[src/rtl/ivr_pkg.sv]
package ivr_pkg;

    localparam int REG_W    = 8;
    localparam int BIT_ARM  = 0;
    localparam int BIT_SEL  = 1;
    localparam int BIT_PUD  = 4;

    typedef enum logic {
        RGN_APP  = 1'b0,
        RGN_BOOT = 1'b1
    } exec_region_e;

    typedef struct packed {
        logic valid;
        logic pud;
        logic sel;
        logic arm;
    } wr_req_t;

    typedef struct packed {
        logic pud;
        logic sel;
        logic arm;
    } ctl_bits_t;

    function automatic wr_req_t decode_write(input logic hit, input logic [REG_W-1:0] d);
        wr_req_t r;
        r.valid = hit;
        r.pud   = d[BIT_PUD];
        r.sel   = d[BIT_SEL];
        r.arm   = d[BIT_ARM];
        return r;
    endfunction

    function automatic logic [REG_W-1:0] pack_readback(input ctl_bits_t c);
        logic [REG_W-1:0] r;
        r          = '0;
        r[BIT_PUD] = c.pud;
        r[BIT_SEL] = c.sel;
        r[BIT_ARM] = c.arm;
        return r;
    endfunction

endpackage

[src/rtl/ivr_unlock.sv]
module ivr_unlock
    import ivr_pkg::*;
#(
    parameter int WIN = 4
) (
    input  logic      clk,
    input  logic      rst,
    input  wr_req_t   req,
    input  logic      insn_done,
    output ctl_bits_t bits_o,
    output logic      hold_o
);

    localparam int CW = $clog2(WIN + 1);

    logic          arm_q;
    logic          sel_q;
    logic          pud_q;
    logic          tail_q;
    logic [CW-1:0] cnt_q;

    logic do_arm;
    logic do_commit;

    assign do_arm    = req.valid & req.arm;
    assign do_commit = req.valid & ~req.arm & arm_q;

    always_ff @(posedge clk) begin
        if (rst) begin
            pud_q <= 1'b0;
        end else if (req.valid) begin
            pud_q <= req.pud;
        end
    end

    always_ff @(posedge clk) begin
        if (rst) begin
            arm_q <= 1'b0;
            cnt_q <= '0;
            sel_q <= 1'b0;
        end else if (do_arm) begin
            arm_q <= 1'b1;
            cnt_q <= CW'(WIN);
        end else if (do_commit) begin
            arm_q <= 1'b0;
            cnt_q <= '0;
            sel_q <= req.sel;
        end else if (arm_q) begin
            if (cnt_q == CW'(1)) begin
                arm_q <= 1'b0;
                cnt_q <= '0;
            end else begin
                cnt_q <= cnt_q - 1'b1;
            end
        end
    end

    always_ff @(posedge clk) begin
        if (rst) begin
            tail_q <= 1'b0;
        end else if (do_commit) begin
            tail_q <= 1'b1;
        end else if (insn_done) begin
            tail_q <= 1'b0;
        end
    end

    assign bits_o = '{pud: pud_q, sel: sel_q, arm: arm_q};
    assign hold_o = arm_q | tail_q;

    AST_ARM_FROM_WRITE: assert property (@(posedge clk) disable iff (rst)
        $rose(arm_q) |-> $past(req.valid & req.arm));

    AST_WINDOW_CLOSES: assert property (@(posedge clk) disable iff (rst)
        (arm_q && cnt_q == CW'(1) && !req.valid) |=> !arm_q);

    AST_SEL_GUARDED: assert property (@(posedge clk) disable iff (rst)
        !(arm_q && req.valid && !req.arm) |=> $stable(sel_q));

    AST_COMMIT_HOLDS: assert property (@(posedge clk) disable iff (rst)
        (arm_q && req.valid && !req.arm) |=> (hold_o && !arm_q));

    AST_TAIL_ENDS: assert property (@(posedge clk) disable iff (rst)
        (tail_q && !arm_q && insn_done && !req.valid) |=> !hold_o);

endmodule

[src/rtl/ivr_base_mux.sv]
module ivr_base_mux #(
    parameter int              ADDR_W  = 13,
    parameter logic [ADDR_W-1:0] START_0 = 13'h1F80,
    parameter logic [ADDR_W-1:0] START_1 = 13'h1F00,
    parameter logic [ADDR_W-1:0] START_2 = 13'h1E00,
    parameter logic [ADDR_W-1:0] START_3 = 13'h1C00
) (
    input  logic              clk,
    input  logic              rst,
    input  logic              sel,
    input  logic [1:0]        size_code,
    output logic [ADDR_W-1:0] base_o
);

    localparam int NSIZES = 4;

    logic [ADDR_W-1:0] start_tab [NSIZES];

    generate
        for (genvar i = 0; i < NSIZES; i++) begin : g_tab
            if (i == 0) begin : g0
                assign start_tab[i] = START_0;
            end else if (i == 1) begin : g1
                assign start_tab[i] = START_1;
            end else if (i == 2) begin : g2
                assign start_tab[i] = START_2;
            end else begin : g3
                assign start_tab[i] = START_3;
            end
        end
    endgenerate

    always_comb begin
        base_o = '0;
        if (sel) begin
            base_o = start_tab[size_code];
        end
    end

    AST_APP_BASE_ZERO: assert property (@(posedge clk) disable iff (rst)
        !sel |-> (base_o == '0));

endmodule

[src/rtl/ivr_lock_gate.sv]
module ivr_lock_gate
    import ivr_pkg::*;
(
    input  logic         clk,
    input  logic         rst,
    input  logic         sel,
    input  exec_region_e region,
    input  logic         lock_app_run,
    input  logic         lock_boot_run,
    output logic         block_o
);

    logic blk_app;
    logic blk_boot;

    assign blk_app  = sel  & lock_app_run  & (region == RGN_APP);
    assign blk_boot = !sel & lock_boot_run & (region == RGN_BOOT);
    assign block_o  = blk_app | blk_boot;

    AST_LOCK_APP: assert property (@(posedge clk) disable iff (rst)
        (sel && lock_app_run && region == RGN_APP) |-> block_o);

    AST_LOCK_NONE: assert property (@(posedge clk) disable iff (rst)
        (!lock_app_run && !lock_boot_run) |-> !block_o);

endmodule

[src/rtl/ivec_reloc_ctrl.sv]
module ivec_reloc_ctrl
    import ivr_pkg::*;
#(
    parameter int                ADDR_W     = 13,
    parameter int                WIN_CYCLES = 4,
    parameter logic [ADDR_W-1:0] BOOT_ST_0  = 13'h1F80,
    parameter logic [ADDR_W-1:0] BOOT_ST_1  = 13'h1F00,
    parameter logic [ADDR_W-1:0] BOOT_ST_2  = 13'h1E00,
    parameter logic [ADDR_W-1:0] BOOT_ST_3  = 13'h1C00
) (
    input  logic              clk,
    input  logic              rst,
    input  logic              reg_sel,
    input  logic              reg_we,
    input  logic [7:0]        reg_wdata,
    input  logic [1:0]        boot_size,
    input  logic              exec_in_boot,
    input  logic              lock_app_run,
    input  logic              lock_boot_run,
    input  logic              insn_done,
    output logic [7:0]        reg_rdata,
    output logic [ADDR_W-1:0] vec_base,
    output logic              irq_suppress
);

    wr_req_t      req;
    ctl_bits_t    bits;
    logic         unlock_hold;
    logic         lock_block;
    exec_region_e region;
    logic         unused_wdata;

    assign req          = decode_write(reg_sel & reg_we, reg_wdata);
    assign region       = exec_region_e'(exec_in_boot);
    assign unused_wdata = ^{reg_wdata[7:5], reg_wdata[3:2]};

    ivr_unlock #(
        .WIN (WIN_CYCLES)
    ) u_unlock (
        .clk       (clk),
        .rst       (rst),
        .req       (req),
        .insn_done (insn_done),
        .bits_o    (bits),
        .hold_o    (unlock_hold)
    );

    ivr_base_mux #(
        .ADDR_W  (ADDR_W),
        .START_0 (BOOT_ST_0),
        .START_1 (BOOT_ST_1),
        .START_2 (BOOT_ST_2),
        .START_3 (BOOT_ST_3)
    ) u_base (
        .clk       (clk),
        .rst       (rst),
        .sel       (bits.sel),
        .size_code (boot_size),
        .base_o    (vec_base)
    );

    ivr_lock_gate u_lock (
        .clk           (clk),
        .rst           (rst),
        .sel           (bits.sel),
        .region        (region),
        .lock_app_run  (lock_app_run),
        .lock_boot_run (lock_boot_run),
        .block_o       (lock_block)
    );

    assign reg_rdata    = pack_readback(bits);
    assign irq_suppress = unlock_hold | lock_block;

    AST_RESERVED_ZERO: assert property (@(posedge clk) disable iff (rst)
        (reg_rdata & 8'hEC) == 8'h00);

    AST_NOSEL_NO_EFFECT: assert property (@(posedge clk) disable iff (rst)
        (!reg_sel && !bits.arm) |=> $stable(reg_rdata));

    AST_ARM_HOLDS: assert property (@(posedge clk) disable iff (rst)
        bits.arm |-> irq_suppress);

endmodule

[config.mk]
export PLATFORM = sky130hd
export DESIGN_NAME = ivec_reloc_ctrl
export DESIGN_NICKNAME = d
export VERILOG_FILES = /design/src/rtl/ivr_pkg.sv /design/src/rtl/ivr_unlock.sv /design/src/rtl/ivr_base_mux.sv /design/src/rtl/ivr_lock_gate.sv /design/src/rtl/ivec_reloc_ctrl.sv
export SDC_FILE = /design/constraint.sdc
export NUM_CORES = 1
export LEC_CHECK = 0
export BUFFER_PORTS_ARGS = -buffer_cell sky130_fd_sc_hd__buf_4
export CAP_MARGIN = 20
export CORE_MARGIN = 1
export CORE_UTILIZATION = 38
export DETAILED_ROUTE_END_ITERATION = 7
export GPL_TIMING_DRIVEN = 0
export HOLD_SLACK_MARGIN = 0.02
export PLACE_DENSITY = 0.77
export SLEW_MARGIN = 25
export SYNTH_ARGS = -nofsm -noshare
export SYNTH_HDL_FRONTEND = slang
export SYNTH_HIERARCHICAL = 1
export SYNTH_SLANG_ARGS = --single-unit
[constraint.sdc]
create_clock -name clk -period 1.6 [get_ports clk]
set_clock_uncertainty 0.15 [all_clocks]
set_input_delay 0.48 -clock clk [delete_from_list [all_inputs] [get_ports clk]]
set_output_delay 0.48 -clock clk [all_outputs]
set_load 0.01 [all_outputs]
==> results of run 1 <==
worst max-delay path: stages, from the launching register on:
cell and delay, ns:
sky130_fd_sc_hd__dfxtp_4 0.34, sky130_fd_sc_hd__or2_1 0.19, sky130_fd_sc_hd__or2_1 0.23, sky130_fd_sc_hd__buf_6 0.12
Yosys cell counts (2+ instances only):
cell type | n | area (µm²)
sky130_fd_sc_hd__a21oi_1 | 4 | 20.02
sky130_fd_sc_hd__buf_4 | 18 | 135.1
sky130_fd_sc_hd__conb_1 | 2 | 7.510
sky130_fd_sc_hd__dfxtp_1 | 7 | 140.1
sky130_fd_sc_hd__ha_1 | 2 | 25.02
sky130_fd_sc_hd__inv_1 | 2 | 7.510
sky130_fd_sc_hd__mux2i_1 | 2 | 20.02
sky130_fd_sc_hd__nand2_1 | 5 | 18.77
sky130_fd_sc_hd__nand2b_1 | 3 | 18.77
sky130_fd_sc_hd__nand2b_2 | 2 | 17.52
sky130_fd_sc_hd__nand3_1 | 2 | 10.01
sky130_fd_sc_hd__nand3b_1 | 2 | 15.01
sky130_fd_sc_hd__nor2_1 | 3 | 11.26
sky130_fd_sc_hd__or2_1 | 2 | 12.51
layout by cell type (no fill, tap or decap):
master	count
sky130_fd_sc_hd__clkbuf_1	1
sky130_fd_sc_hd__mux2i_1	2
sky130_fd_sc_hd__inv_1	2
sky130_fd_sc_hd__o21ai_0	1
sky130_fd_sc_hd__ha_1	2
sky130_fd_sc_hd__a21boi_1	1
sky130_fd_sc_hd__or2_1	2
sky130_fd_sc_hd__buf_6	8
sky130_fd_sc_hd__nor3b_2	1
sky130_fd_sc_hd__nand2_1	5
sky130_fd_sc_hd__o21ai_1	1
sky130_fd_sc_hd__buf_4	36
sky130_fd_sc_hd__o22ai_1	1
sky130_fd_sc_hd__clkbuf_4	3
sky130_fd_sc_hd__dfxtp_4	2
sky130_fd_sc_hd__nor2b_1	1
sky130_fd_sc_hd__nand2b_2	2
sky130_fd_sc_hd__nand3_1	2
sky130_fd_sc_hd__nand2b_1	3
sky130_fd_sc_hd__conb_1	12
sky130_fd_sc_hd__and2b_1	1
sky130_fd_sc_hd__dfxtp_1	5
sky130_fd_sc_hd__and2_1	1
sky130_fd_sc_hd__nand3b_1	2
sky130_fd_sc_hd__a31oi_1	1
sky130_fd_sc_hd__a21oi_1	4
sky130_fd_sc_hd__nor2_1	3
final cells by class:
cell class | instances | area (µm²) | area share
multi-input combinational | 48 | 276.5 | 0.3308
timing repair buffer | 27 | 225.2 | 0.2695
sequential | 7 | 147.6 | 0.1766
buffer | 17 | 135.1 | 0.1617
clock buffer | 4 | 26.28 | 0.03144
tap | 14 | 17.52 | 0.02096
inverter | 2 | 7.507 | 0.008982
power breakdown:
group | switching [µW] | internal [µW]
clock network | 66.4 | 95.2
logic | 51.3 | 73.2
registers | 5.12 | 179
stage by stage:
stage | setup WS [ns] | util | power (µW) | area (µm²) | setup TNS, ns
global placement | -0.08724 | 0.6255 | 297.4 | 742.0 | -0.08724
finish | -0.1568 | 0.7046 | 470.5 | 835.8 | -0.3089
CTS | -0.1705 | 0.6572 | 468.9 | 779.5 | -0.2084
floorplan | 0.1313 | - | 260.0 | 559.3 | 0
detailed placement | -0.09367 | 0.6255 | 300.0 | 742.0 | -0.09367
global route | -0.2075 | 0.7046 | 508.9 | 835.8 | -0.4603
worst min path at each step:
stage                 startpoint                 to  slack (ns)  cells after the start
2_1_floorplan    u_unlock/tail_q    u_unlock/tail_q        0.29                      2
3_3_place_gp     u_unlock/tail_q    u_unlock/tail_q        0.30                      2
3_5_place_dp   u_unlock/cnt_q[1]  u_unlock/cnt_q[1]        0.32                      2
4_1_cts                      rst     u_unlock/sel_q        0.27                      2
5_1_grt                      rst     u_unlock/arm_q        0.27                      2
6_report                     rst     u_unlock/arm_q        0.28                      2
cell families (layout without fill, tap and decap cells):
family                   count (synthesis)  count (layout)  synth area share
other                                    2              12           0.01439
flip-flops                               7               7            0.2686
AO/OA/AOI/OAI                            9               9           0.09593
adder cells (fa/ha/maj)                  2               2           0.04795
buffers and inverters                   20              50            0.2734
multiplexers                             2               2           0.03837
AND/OR/NAND/NOR                         23              23            0.2614
routing by layer:
| layer | vias to the layer above | wire, µm |
|---|---|---|
| met3 | 0 | 75 |
| li1 | 261 | - |
| met1 | 222 | 485 |
| met4 | 0 | 0 |
| met2 | 26 | 684 |
| met5 | - | 0 |
state kept, by name, indices dropped and copies added, names as in the netlist:
register         flops
u_unlock/sel_q       1
u_unlock/cnt_q       3
u_unlock/arm_q       1
u_unlock/tail_q      1
u_unlock/pud_q       1
what timing repair did:
| item | in CTS | in global routing |
|---|---|---|
| buffers inserted | 1 | 4 |
| setup endpoints to repair | 8 | 4 |
| pin swaps | 0 | 2 |
| resized for setup | 5 | 7 |
==> flow_summary.toml, run 1 <==
[detailed_routing]
detail_route.vias_per_cell = 4.277
route.final.wire_length_um = 1246
post_drt_wl_per_cell_um = 10.47
postRouteAntennaNets = 0
dr_total_vias = 509
route.detailed.drc = 0
dr.first_iter.drc_count = 9
drt-pass1-iter-count = 4

[global_routing]
grt_max_degree = 11
grt_util_all_layers = 0.1752
grt_antenna_before_repair = 0
met3_usage = 0.03468
grt_use_met1 = 0.1862
top_usage_layer = "met2"
groute.layer.met2.usage = 0.2875
globalRoute.totalOverflow = 0
grt_first_pass_wirelength_um = 1725
first_global_vias = 425

[worst_setup_path]
timing.rr.end = "u_unlock/cnt_q[2]"
timing.critical_path.from = "u_unlock/arm_q"
end_kind = "output pin"
rrSetupSlack_ns = 0.29
path_max_fanout = 2
required_ns = 0.97
timing_worst_setup_path_type = "flip-flop to output pin"
cp-start-kind = "flip-flop"
worstPathArrival_ns = 1.13
r2r-start = "u_unlock/cnt_q[0]"
worstSetupEndpoint = "irq_suppress"
r2r_cell_count = 5

[outcome]
status = "complete, but fails checks"
violations = "negative setup slack"

[floorplanning]
floorplan.die.height_um = 39.06
ios = 40
initial_utilization = 0.4399
die_area_mm2 = 0.001525
core_mm2 = 0.001186
placement_rows = 12
floorplan.die.width_um = 39.06

[job]
drv_cap = 0

[final_layout]
nNetsFinal = 126
num-fill-cells = 101
insertedDiodeCount = 0
non_filler_instance_count_after_layout = 119
syn_to_final_growth_pct = 60.19
layout-drive-gt1-share = 0.4952

[logic_synthesis]
syn_inst = 65
synth.ff_latch_count = 7
synth-edff-count = 0
sequential_area_share_after_synthesis = 0.2686
synth_flop_cell = "sky130_fd_sc_hd__dfxtp_1"
post_syn_area_um2 = 521.8
synthArstFlopShare = 0
netlist-cell-type-count = 23
syn_area_per_cell_um2 = 8.027
ys_warn_count = 6

[clocking]
clock_tree.buffer_depth = 2
cts_tree = "built"
cts_sinks = 7
root_buffer = "sky130_fd_sc_hd__clkbuf_4"
numCtsBuffers = 3
clk_pin_slew_ns = 0.05
htree_num_levels = 1
clk-insertion-delay-late_ns = 0.25
cts-hold-fix-buffers = 0

[place]
post-dp-hpwl_um = 855.2
buffers_on_ports = 22
dpl.cell_count = 111
routabilityCongestion = 0.8267

[sta]
finalWorstSetupSlack_ns = -0.1568
fin_crit_sh = 1.098
rsz_0062_raised_after_global_routing = "yes"
achievable-frequency_mhz = 569.2
fin_crit_ns = 1.757
final-max-slew-violation-count = 0
timing.hold.ws_ns = 0.2783
finalHoldViolCount = 0
final-setup-viol-count = 3

[hold_path]
hp-class = "primary input to flip-flop"

[power]
leakagePower_uw = 0.0004331
vdd.ir_drop.worst_mv = 0.4019
power_per_unit_of_standard_cell_area_mw_per_mm2 = 562.9
(Power assumes the default switching activity.)
==> run 2: changes to the inputs <==
Settings changed: SKIP_LAST_GASP set to 1.
==> flow_summary.toml, run 2 (synthesis results as in run 1) <==
[sta]
finalHoldViolCount = 0
fin_crit_sh = 1.098
final-max-slew-violation-count = 0
finalWorstSetupSlack_ns = -0.1566
achievable-frequency_mhz = 569.3
final-setup-viol-count = 5
rsz_0062_raised_after_global_routing = "yes"
fin_crit_ns = 1.757

[global_routing]
grt_first_pass_wirelength_um = 1725
grt_max_degree = 11
grt_antenna_before_repair = 0
grt_util_all_layers = 0.1752
first_global_vias = 425
globalRoute.totalOverflow = 0

[clocking]
cts_tree = "built"
clock_tree.buffer_depth = 2
htree_num_levels = 1
cts-hold-fix-buffers = 0
root_buffer = "sky130_fd_sc_hd__clkbuf_4"
cts_sinks = 7
numCtsBuffers = 3
clk_pin_slew_ns = 0.05
clk-insertion-delay-late_ns = 0.25

[floorplanning]
placement_rows = 12
initial_utilization = 0.4399
core_mm2 = 0.001186
floorplan.die.width_um = 39.06
die_area_mm2 = 0.001525
floorplan.die.height_um = 39.06
ios = 40

[final_layout]
layout-drive-gt1-share = 0.4952
final_cell_mix = "41 x sky130_fd_sc_hd__buf_4, 12 x sky130_fd_sc_hd__conb_1, 5 x sky130_fd_sc_hd__nand2_1, 5 x sky130_fd_sc_hd__dfxtp_1, 4 x sky130_fd_sc_hd__a21oi_1"
nNetsFinal = 126
insertedDiodeCount = 0
largest-register = "u_unlock/cnt_q"
seqCellArea_um2 = 147.6
multi_input_comb_area_um2 = 276.5
num-fill-cells = 107
most_frequent_standard_cell_in_the_layout_excluding_fill_and_tap_cells = "sky130_fd_sc_hd__buf_4"
non_filler_instance_count_after_layout = 119
syn_to_final_growth_pct = 56.59
flip_flop_count_of_the_largest_register_all_copies_and_words_added = 3

[worst_setup_path]
path_max_fanout = 2
cp-start-kind = "flip-flop"
end_kind = "output pin"
worstPathArrival_ns = 1.13
rrSetupSlack_ns = 0.29
timing_worst_setup_path_type = "flip-flop to output pin"
cell_type_with_the_highest_occurrence_count_on_the_critical_path = "sky130_fd_sc_hd__or2_1"
cells_along_the_critical_path = "or2_1 -> or2_1 -> buf_6"
cp_slowest_cell = "sky130_fd_sc_hd__dfxtp_4"
required_ns = 0.97
timing.critical_path.slowest_cell_delay_ns = 0.34

[outcome]
violations = "negative setup slack"
status = "complete, but fails checks"

[job]
drv_cap = 0

[detailed_routing]
post_drt_wl_per_cell_um = 10.19
dr_total_vias = 514
postRouteAntennaNets = 0
route.final.wire_length_um = 1213
detail_route.vias_per_cell = 4.319
drt-pass1-iter-count = 4
dr.first_iter.drc_count = 10
route.detailed.drc = 0

[power]
p_total_uw = 469.6
power_per_unit_of_standard_cell_area_mw_per_mm2 = 574.8
leakagePower_uw = 0.0004295
vdd.ir_drop.worst_mv = 0.4014

[place]
dpl.cell_count = 111
post-dp-hpwl_um = 855.2
routabilityCongestion = 0.8267
buffers_on_ports = 22

[hold_path]
hp-class = "primary input to flip-flop"
-- run 2: cell counts in the layout (fill, tap and decap cells not counted) --
No cell type changed its count.
-- run 2: per-layer routing --
metal	GRT usage	wire [µm]	up-vias
li1	-	-	260
met4	0.1552	0	0
met2	0.2875	656	33
met1	0.1862	466	221
met5	0	0	-
met3	0.03468	91	0
-- run 2: power by group --
group          switching, µW  total (µW)  internal, µW
registers               5.10         184           179
logic                   51.0         124          72.7
clock network           66.4         162          95.2
-- run 2: path summary, 6_finish.rpt --
kind | endpoint | from | depth (start not counted)
max | irq_suppress | u_unlock/arm_q | 3
min | u_unlock/arm_q | rst | 2
max reg2reg | u_unlock/cnt_q[2] | u_unlock/cnt_q[0] | 5
min reg2reg | u_unlock/cnt_q[1] | u_unlock/cnt_q[1] | 2
-- run 2: what timing repair did --
item / in CTS / in global routing
buffers inserted: 1 / 4
setup endpoints to repair: 8 / 4
cloned: 0 / 0
pin swaps: 0 / 2
gates resized for setup: 5 / 2
-- run 2: area by class of cell --
type	count	area share
timing repair buffer	27	0.2619
sequential	7	0.1807
multi-input combinational	48	0.3384
buffer	17	0.1562
inverter	2	0.009188
tap	14	0.02144
clock buffer	4	0.03216
-- run 2: stage by stage --
stage                     setup WS, ns  setup TNS [ns]  utilization  area (µm²)  hold slack [ns]
after floorplan                 0.1313               0            -       559.3           0.2885
after global placement        -0.08724        -0.08724       0.6255       742.0           0.3043
after detailed placement      -0.09367        -0.09367       0.6255       742.0           0.3237
after CTS                      -0.1705         -0.2084       0.6572       779.5           0.2662
after global routing           -0.2075         -0.5665       0.6888       817.0           0.2741
final                          -0.1566         -0.3626       0.6888       817.0           0.2782
-- run 2: critical path, delay by kind of cell (launching register included) --
kind	cells	cell delay [ns]
and+or+nand+nor	2	0.42
DFF	1	0.34
buffers and inverters	1	0.12
